**config.mk**
```make
export PLATFORM = sky130hd
export DESIGN_NAME = flag_alu
export DESIGN_NICKNAME = d
export VERILOG_FILES = /design/src/rtl/flag_alu_pkg.sv /design/src/rtl/flag_alu_arith.sv /design/src/rtl/flag_alu_logic.sv /design/src/rtl/flag_alu_shift.sv /design/src/rtl/flag_alu.sv
export SDC_FILE = /design/constraint.sdc
export NUM_CORES = 1
export LEC_CHECK = 0
export ABC_AREA = 0
export CORE_MARGIN = 2
export CORE_UTILIZATION = 53
export DETAILED_ROUTE_END_ITERATION = 16
export PLACE_DENSITY = 0.78
export SLEW_MARGIN = 20
export SYNTH_ARGS = -nofsm -noshare
export SYNTH_HDL_FRONTEND = slang
export SYNTH_SLANG_ARGS = --single-unit
```
**constraint.sdc**
```tcl
create_clock -name clk -period 3.3 [get_ports clk]
set_clock_uncertainty 0.05 [all_clocks]
set_input_delay 0.33 -clock clk [delete_from_list [all_inputs] [get_ports clk]]
set_output_delay 0.33 -clock clk [all_outputs]
set_load 0.005 [all_outputs]
```
**src/rtl/flag_alu_pkg.sv**
```systemverilog
package flag_alu_pkg;

    localparam int unsigned OP_W = 4;

    typedef enum logic [OP_W-1:0] {
        OP_ADD = 4'h0,
        OP_SUB = 4'h1,
        OP_ADC = 4'h2,
        OP_SBC = 4'h3,
        OP_AND = 4'h4,
        OP_OR  = 4'h5,
        OP_NOT = 4'h6,
        OP_XOR = 4'h7,
        OP_SHL = 4'h8,
        OP_SHR = 4'h9,
        OP_SAL = 4'hA,
        OP_SAR = 4'hB,
        OP_ROL = 4'hC,
        OP_ROR = 4'hD,
        OP_RCL = 4'hE,
        OP_RCR = 4'hF
    } alu_op_e;

    typedef enum logic [1:0] {
        CLS_ARITH = 2'd0,
        CLS_LOGIC = 2'd1,
        CLS_SHIFT = 2'd2
    } alu_cls_e;

    // Classify an opcode into the unit that serves it
    function automatic alu_cls_e op_class(input alu_op_e op);
        alu_cls_e cls;
        if (op[3])
            cls = CLS_SHIFT;
        else if (op[2])
            cls = CLS_LOGIC;
        else
            cls = CLS_ARITH;
        return cls;
    endfunction

endpackage

```
**src/rtl/flag_alu_arith.sv**
```systemverilog
// Adder/subtractor with optional carry-in; cout is carry (add) or borrow (sub)
module flag_alu_arith #(
    parameter int unsigned W = 8
) (
    input  logic [W-1:0] a,
    input  logic [W-1:0] b,
    input  logic         cin,
    input  logic         sub,
    input  logic         use_cin,
    output logic [W-1:0] res,
    output logic         cout
);
    localparam int unsigned EXT_W = W + 1;

    logic [EXT_W-1:0] a_ext;
    logic [EXT_W-1:0] b_ext;
    logic [EXT_W-1:0] c_ext;
    logic [EXT_W-1:0] sum;

    always_comb begin
        a_ext = {1'b0, a};
        b_ext = {1'b0, b};
        c_ext = {{W{1'b0}}, (use_cin & cin)};
        if (sub)
            sum = a_ext - b_ext - c_ext;
        else
            sum = a_ext + b_ext + c_ext;
        res  = sum[W-1:0];
        cout = sum[W];
    end

endmodule

```
**src/rtl/flag_alu_logic.sv**
```systemverilog
// Bitwise unit: sel 00 AND, 01 OR, 10 NOT B, 11 XOR
module flag_alu_logic #(
    parameter int unsigned W = 8
) (
    input  logic [W-1:0] a,
    input  logic [W-1:0] b,
    input  logic [1:0]   sel,
    output logic [W-1:0] res
);
    for (genvar i = 0; i < W; i++) begin : g_bit
        always_comb begin
            case (sel)
                2'b00:   res[i] = a[i] & b[i];
                2'b01:   res[i] = a[i] | b[i];
                2'b10:   res[i] = ~b[i];
                default: res[i] = a[i] ^ b[i];
            endcase
        end
    end

endmodule

```
**src/rtl/flag_alu_shift.sv**
```systemverilog
// Single-bit shifter/rotator on operand A; cin is the registered carry
module flag_alu_shift #(
    parameter int unsigned W = 8
) (
    input  logic [W-1:0] a,
    input  logic         cin,
    input  logic [2:0]   sel,
    output logic [W-1:0] res,
    output logic         cout
);
    localparam int unsigned MSB = W - 1;

    logic top_bit;
    logic low_bit;

    always_comb begin
        top_bit = a[MSB];
        low_bit = a[0];
        case (sel)
            3'b000, 3'b010: begin   // logical / arithmetic left
                res  = {a[MSB-1:0], 1'b0};
                cout = top_bit;
            end
            3'b001: begin           // logical right
                res  = {1'b0, a[MSB:1]};
                cout = low_bit;
            end
            3'b011: begin           // arithmetic right
                res  = {top_bit, a[MSB:1]};
                cout = low_bit;
            end
            3'b100: begin           // rotate left
                res  = {a[MSB-1:0], top_bit};
                cout = top_bit;
            end
            3'b101: begin           // rotate right
                res  = {low_bit, a[MSB:1]};
                cout = low_bit;
            end
            3'b110: begin           // rotate left through carry
                res  = {a[MSB-1:0], cin};
                cout = top_bit;
            end
            default: begin          // rotate right through carry
                res  = {cin, a[MSB:1]};
                cout = low_bit;
            end
        endcase
    end

endmodule

```
**src/rtl/flag_alu.sv**
```systemverilog
module flag_alu #(
    parameter int unsigned DATA_W = 8
) (
    input  logic                                  clk,
    input  logic                                  rst,
    input  logic [DATA_W-1:0]                     opnd_a,
    input  logic [DATA_W-1:0]                     opnd_b,
    input  logic [flag_alu_pkg::OP_W-1:0]         op_sel,
    output logic [DATA_W-1:0]                     res_o,
    output logic                                  carry_o,
    output logic                                  zero_o,
    output logic                                  sign_o
);
    import flag_alu_pkg::*;

    localparam int unsigned MSB = DATA_W - 1;

    typedef struct packed {
        logic [DATA_W-1:0] res;
        logic              cf;
        logic              zf;
        logic              sf;
    } alu_state_t;

    alu_state_t state_d, state_q;

    alu_op_e           op;
    alu_cls_e          cls;
    logic              ar_sub;
    logic              ar_use_c;
    logic [DATA_W-1:0] ar_res;
    logic              ar_cf;
    logic [DATA_W-1:0] lg_res;
    logic [DATA_W-1:0] sh_res;
    logic              sh_cf;

    always_comb begin
        op       = alu_op_e'(op_sel);
        cls      = op_class(op);
        ar_sub   = (op == OP_SUB) || (op == OP_SBC);
        ar_use_c = (op == OP_ADC) || (op == OP_SBC);
    end

    flag_alu_arith #(.W(DATA_W)) i_arith (
        .a       (opnd_a),
        .b       (opnd_b),
        .cin     (state_q.cf),
        .sub     (ar_sub),
        .use_cin (ar_use_c),
        .res     (ar_res),
        .cout    (ar_cf)
    );

    flag_alu_logic #(.W(DATA_W)) i_logic (
        .a   (opnd_a),
        .b   (opnd_b),
        .sel (op_sel[1:0]),
        .res (lg_res)
    );

    flag_alu_shift #(.W(DATA_W)) i_shift (
        .a    (opnd_a),
        .cin  (state_q.cf),
        .sel  (op_sel[2:0]),
        .res  (sh_res),
        .cout (sh_cf)
    );

    // Next-state computation
    always_comb begin
        state_d = state_q;
        case (cls)
            CLS_SHIFT: begin
                state_d.res = sh_res;
                state_d.cf  = sh_cf;
            end
            CLS_LOGIC: begin
                state_d.res = lg_res;
                state_d.cf  = 1'b0;
            end
            default: begin
                state_d.res = ar_res;
                state_d.cf  = ar_cf;
            end
        endcase
        state_d.zf = ~|state_d.res;
        state_d.sf = state_d.res[MSB];
    end

    always_ff @(posedge clk) begin
        if (rst)
            state_q <= '0;
        else
            state_q <= state_d;
    end

    assign res_o   = state_q.res;
    assign carry_o = state_q.cf;
    assign zero_o  = state_q.zf;
    assign sign_o  = state_q.sf;

endmodule

```
### Word-level counts from Yosys, hierarchy flattened

Cells that the tools add are included.

| word-level totals | value |
|---|---|
| register bits after elaboration | 11 |
| logic and storage cells | 76 |
| input port bits | 22 |

| operators by class | value |
|---|---|
| equality and inequality tests | 13 |
| muxes and demuxes | 14 |
| $add $sub $neg | 4 |
| reduce and logical (&&, ||, !) cells | 8 |
| bitwise operators | 33 |

Operators with widths:

| cell | count |
|---|---|
| case mux 8 bit (6 select lines) | 1 |
| case mux 1 bit (3 select lines) | 8 |
| case mux 9 bit (2 select lines) | 1 |
| adder 8 x 8 -> 9 bit | 1 |
| adder 9 x 1 -> 9 bit | 1 |
| bitwise AND 1 bit | 9 |
| == test 3 bit (second input constant) | 3 |
| two-way mux 9 bit | 1 |
| subtractor 8 x 8 -> 9 bit | 1 |
| subtractor 9 x 1 -> 9 bit | 1 |
| == test 4 x 2 -> 1 bit (second input constant) | 2 |
| NOT 1 bit | 8 |
| bitwise OR 1 bit | 8 |
| OR reduction 8 bit | 1 |
| XOR 1 bit | 8 |
| == test 3 x 2 -> 1 bit (second input constant) | 2 |
| == test 2 x 1 -> 1 bit (second input constant) | 2 |
| == test 2 bit (second input constant) | 2 |
| == test 4 x 1 -> 1 bit (second input constant) | 1 |
| OR reduction 4 bit | 1 |
| == test 3 x 1 -> 1 bit (second input constant) | 1 |
| logical NOT 3 bit | 1 |
| logical NOT 2 bit | 1 |
| logical OR 1 bit | 2 |
| other kinds (4) | 5 |

### Logic depth before layout (Yosys ltp)

| logic depth | value |
|---|---|
| depth in word-level cells | 8 |
| depth in mapped cells | 14 |
| gate-level depth less buffers | 13 |

### Hierarchy

Synthesis repeated with hierarchy kept, for this count alone.

| second synthesis, totals | value |
|---|---|
| cells, all modules | 234 |
| area, all modules | 2058.2 µm² |

Modules (own cells, without submodules):

| module | area each (µm²) | times used | cells each | sequential area each (µm²) |
|---|---|---|---|---|
| flag_alu_arith | 914.6 | 1 | 120 | 0.0 |
| flag_alu | 504.2 | 1 | 47 | 200.2 |
| flag_alu_logic | 493.0 | 1 | 50 | 0.0 |
| flag_alu_shift | 146.4 | 1 | 17 | 0.0 |

### Worst setup path before layout

No wires, ideal clock.

| path | value |
|---|---|
| path kind | input port to flip-flop |
| start | input op_sel[3] in the netlist's numbering |
| end | register state_q (netlist bit zero_o) |
| slack | 0.370 ns |
| cell stages on the path | 14 |
| arrival time | 2.764 ns |
| data required time | 3.134 ns |
| setup time | 0.116 ns |
| path buffers | 1 |
| cell sequence | clkbuf_1 > nor2_1 > nand3_1 > inv_1 > fa_1 > inv_1 > ha_1 > a211oi_1 > o21ai_0 > a31oi_1 > xor2_1 > a221oi_1 > o22ai_1 > and4_1 |

| between the ends | value |
|---|---|
| cells in the longest elaborated chain, start to end | 8 |
| elaborated cells between the ends (all ways) | 15 |
| those cells by class | add/sub: 2; eq/ne: 5; mux: 3; bitwise: 1; reduce/logical: 4 |

Ends and longest elaborated chain:

| item | line | source |
|---|---|---|
| from (decl) | flag_alu.sv:8 | `input logic [flag_alu_pkg::OP_W-1:0] op_sel,` |
| == test 4 x 2 -> 1 bit, on equally long branches | flag_alu.sv:41, flag_alu.sv:40 |  |
| logical OR 1 bit | flag_alu.sv:41 | `ar_use_c = (op == OP_ADC) \|\| (op == OP_SBC);` |
| bitwise AND 1 bit | flag_alu_arith.sv:23 | `c_ext = {{W{1'b0}}, (use_cin & cin)};` |
| adder 9 x 1 -> 9 bit / subtractor 9 x 1 -> 9 bit (equally long branches) | flag_alu_arith.sv:27, flag_alu_arith.sv:25 |  |
| two-way mux 9 bit | flag_alu_arith.sv:24 | `if (sub)` |
| case mux 9 bit (2 select lines) * | flag_alu.sv:72 | `case (cls)` |
| OR reduction 8 bit * | flag_alu.sv:86 | `state_d.zf = ~\|state_d.res;` |
| logical NOT 1 bit * | flag_alu.sv:86 |  |
| to (signal assigned) | flag_alu.sv:94 | `state_q <= state_d;` |
| to (decl) | flag_alu.sv:25 | `alu_state_t state_d, state_q;` |

Mark *: on every way between the ends. The rest lies on a longest branch, timed or not.
A chain may end at the register's enable or synchronous reset.

### Final worst setup path

Same ends and word-level chain as after synthesis.

==> impl_summary.md <==
Yosys
By area the synthesized netlist is led by sky130_fd_sc_hd__ha_1, sky130_fd_sc_hd__dfxtp_1, sky130_fd_sc_hd__inv_1, sky130_fd_sc_hd__mux2i_1, sky130_fd_sc_hd__fa_1. The number of nets in the synthesized netlist is roughly 290. The average instance in the mapped netlist occupies 7.82 sq um.

Summed over its instances, the top area cell type makes up 20.9% of the synthesized netlist area. The gate count after technology mapping is between 200 and 250. For this run, asynchronously set or reset flops after synthesis account for 0%. In the synthesized netlist the dominant register cell turns out to be sky130_fd_sc_hd__dfxtp_1. The synthesis-stage register bit count is 10. The count of different cell masters after synthesis is 47. The cell area that synthesis handed to floorplanning was 1790 sq um. In this run, synthesis inferred 0 flip-flops with an integrated enable. The cell taking the most area after synthesis is sky130_fd_sc_hd__ha_1. During synthesis, Yosys emitted a total of 0 warnings.

The sequential fraction of the synthesis area is between 10 and 15%.

Die
The starting density of the core is 54.6%. The top-level I/O count is 33. The floorplan row count is 21. The vertical extent of the die is 62.1 um.

The die is 62.1 um wide. The total area inside the core boundary comes to 3280 sq um. The die area is 3860 sq um.

Worst setup path
The delay of the slowest critical-path stage is 0.48 ns. The peak fanout along the critical path is 2. Among cell families on the critical path, the largest total delay comes from compound AO/OA/AOI/OAI gates. The total number of cells along the worst setup path is 14. The worst setup path is launched from an input port.

STA puts the critical path data arrival time at 3.10 ns. For the worst setup path, the data required time is about 3.4 ns. The critical path goes through clkdlybuf4s50_1 -> nor2_1 -> nand3_1 -> inv_1 -> fa_1 -> inv_1 -> ha_1 -> a211oi_1 -> o21ai_0 -> a31oi_1 -> xor2_1 -> a221oi_1 -> o22ai_1 -> and4_1. Among the stages of the critical path, the cell type that occurs most often is sky130_fd_sc_hd__inv_1. The worst setup path is of the in -> reg kind. The worst setup path is captured at a flip-flop. The buffer and inverter count on the worst path is 3. Counting cells, the worst reg-to-reg path comes to 12. The slowest stage of the critical path belongs to the cell sky130_fd_sc_hd__clkdlybuf4s50_1.

Detailed routing
The initial detailed-routing violation count is 81. Across all layers, the routed design uses about 1.7k vias. In the final routed layout, each cell accounts on average for 13.1 um. In this run the remaining antenna-violating nets after routing total 0. The per-cell via count in the routed design is 5.59. For this run, design rule violations remaining after detail routing come to 0. After detailed routing, the total wire length is 4.09 mm. The pre-antenna-repair detailed-routing pass consisted of 4 iterations.

Timing
Hold is met by approximately 0.72 ns. The minimum setup slack in the final design is around 0.31 ns. The final-report max-slew violation count was 0. The final number of setup-violating endpoints is 0.

Setup repair after global routing left no endpoint under its margin. The actual slew at the worst max-slew pin is 0.530 ns. After layout, the worst path uses 90.5% of the clock period. The minimum clock period is 2.99 ns.

Measured against its own limit, the worst slew margin works out to 64.5%. Static timing analysis puts the maximum clock frequency at 0.335 GHz. The post-route setup TNS is 0 ns.

The number of failing hold endpoints at the final stage came to 0.

Global route
The pin count of the biggest net entering global routing is 23. The number of antenna violations at the first check in global routing was 0. For this run the aggregate overflow at the end of global routing stands at 0.

The overall track demand over capacity in global routing is 21.6%. For this run, global-route usage on met2 was measured as 35.2%. The number of global-route vias before repair was 1550. The busiest metal layer after global routing is met2.

For met3 alone, demand over resource in global routing was under 10%. The wire length of the first global-routing pass is 7.00 mm. The met1 usage is 29.9%.

Power
In this run the static leakage power is 1.05 nW. Dividing total power by cell area gives a power density of about 260 nW/um^2. The maximum resistive drop on vdd is ~0.097 mV.

Finish
After the last flow step, the layout net total stands at 322. After filler insertion, the fill cell instance count of the layout stands at 278. The signed area change from the synthesized netlist to the final layout is 24.6%. The multi-input combinational cell area is 1400 sq um. Across the whole layout, storage elements account for 200 sq um. Of the cells placed in the final design, the portion with a size suffix greater than 1 is 9.06%.

The number of inserted diodes is 0.

Place
Detailed placement ended at an HPWL of 3.39 mm. Before CTS, the worst setup slack after placement is 0.0447 ns. The quantity of I/O buffers inserted on ports is 32.

The routability congestion estimate from global placement is 0.872.

Worst hold path
The tightest min-delay check is of the in -> reg type. The worst hold path was traced through 3 stages.

Clock network
The number of buffers inserted during clock tree synthesis is 3. The clock tree buffer depth is 2. For the worst-skew pair, the clock arrives at the later sink with an insertion delay of 0.27 ns. The number of hold buffers added after CTS is 0. The clock input transition at the sequential cells of the worst setup and hold paths is 0.07 ns. The total of cells resized after clock tree synthesis is 0. In this run the number of H-tree levels came out at 1. The buffer type at the clock tree root is sky130_fd_sc_hd__clkbuf_4. The total number of clock tree sinks is 10. TritonCTS built the clock tree. The number of buffers inserted to repair setup after CTS is 0.

Run
The max-cap check violation count is 0.

Outcome
The flow ran to the end, and the final reports show no timing, DRC or antenna violations.
==> placed cells by master, fill, tap and decap left out, drive strengths merged, types with 3 or more instances in the layout <==
| cell type | n |
|---|---|
| dfxtp | 10 |
| o211ai | 5 |
| a21oi | 11 |
| inv | 33 |
| o21ai | 13 |
| mux2i | 11 |
| a211oi | 5 |
| buf | 12 |
| mux4 | 3 |
| clkbuf | 4 |
| clkdlybuf4s50 | 32 |
| nand2b | 3 |
| ha | 30 |
| fa | 4 |
| nor2 | 20 |
| xor2 | 3 |
| nor2b | 6 |
| a21o | 4 |
| xnor2 | 8 |
| nand2 | 17 |
==> cell type report <==
class	count	share of cell area [%]
Multi-Input combinational cell	174	62.9
Clock buffer	4	1.63
Inverter	33	5.55
Tap cell	46	2.58
Sequential cell	10	8.97
Timing Repair Buffer	44	18.4
==> logic make-up after synthesis <==
logic type / share of synthesized area (%)
AO/OA/AOI/OAI: 22.1
XOR/XNOR: 5.38
adder cells (fa/ha/maj): 25.4
buffers and inverters: 10.5
flip-flops: 11.2
multiplexers: 9.92
AND/OR/NAND/NOR: 15.5
==> through the flow <==
stage / cells / cell area (sq um) / total power, mW / utilization, %
4_1_cts: 311 / 2230 / 0.570 / 68.0
3_3_place_gp: 307 / 2200 / 0.459 / 66.9
2_1_floorplan: 229 / 1790 / 0.353 / -
3_5_place_dp: 307 / 2200 / 0.461 / 66.9
6_report: 311 / 2230 / 0.572 / 68.0
5_1_grt: 311 / 2230 / 0.616 / 68.0
==> registers in the layout, indices dropped and copies added, names as in the netlist <==
register	cells
res_o	8
carry_o	1
zero_o	1
==> layer usage <==
layer,vias to the layer above,share of wire (%)
met4,0,2.8
met3,16,6.5
met5,-,0
met1,787,45
met2,67,46
li1,867,-
==> path summary, 6_finish.rpt <==
check,start,to,slack (ns)
worst min register to register,carry_o$_SDFF_PP0_,res_o[0]$_SDFF_PP0_,0.86
worst min-delay path,rst,res_o[4]$_SDFF_PP0_,0.72
worst max-delay path,op_sel[3],zero_o$_SDFF_PP0_,0.31
worst max register to register,carry_o$_SDFF_PP0_,zero_o$_SDFF_PP0_,0.57
==> tightest hold or removal path: stages <==
cell	delay (ns)
sky130_fd_sc_hd__clkdlybuf4s50_1	0.40
sky130_fd_sc_hd__buf_4	0.18
sky130_fd_sc_hd__nor2_1	0.09
==> where the power goes <==
| part | total, mW | leakage [nW] | internal, mW | switching, mW |
|---|---|---|---|---|
| clock network | 0.111 | 0.0210 | 0.0671 | 0.0436 |
| registers | 0.135 | 0.0829 | 0.132 | 0.00357 |
| logic | 0.326 | 0.945 | 0.164 | 0.162 |
| total | 0.572 | 1.05 | 0.363 | 0.209 |
==> cell usage after synthesis, types with 2 or more instances <==
cell                        n
sky130_fd_sc_hd__nor2b_1    6
sky130_fd_sc_hd__clkbuf_1   4
sky130_fd_sc_hd__inv_1     33
sky130_fd_sc_hd__nor3_1     2
sky130_fd_sc_hd__nor2_1    20
sky130_fd_sc_hd__xor2_1     3
sky130_fd_sc_hd__nand2_1   17
sky130_fd_sc_hd__o22ai_1    2
sky130_fd_sc_hd__dfxtp_1   10
sky130_fd_sc_hd__o221a_2    2
sky130_fd_sc_hd__mux2i_1   11
sky130_fd_sc_hd__a211oi_1   5
sky130_fd_sc_hd__xnor2_1    8
sky130_fd_sc_hd__nand3_1    2
sky130_fd_sc_hd__a21oi_1   11
sky130_fd_sc_hd__o211ai_1   5
sky130_fd_sc_hd__fa_1       4
sky130_fd_sc_hd__a31oi_1    2
sky130_fd_sc_hd__a21o_1     4
sky130_fd_sc_hd__buf_2      6
sky130_fd_sc_hd__ha_1      30
sky130_fd_sc_hd__o21ai_0   13
sky130_fd_sc_hd__nand2b_1   3
sky130_fd_sc_hd__mux4_2     3
Power figures use the tool's default switching activity.
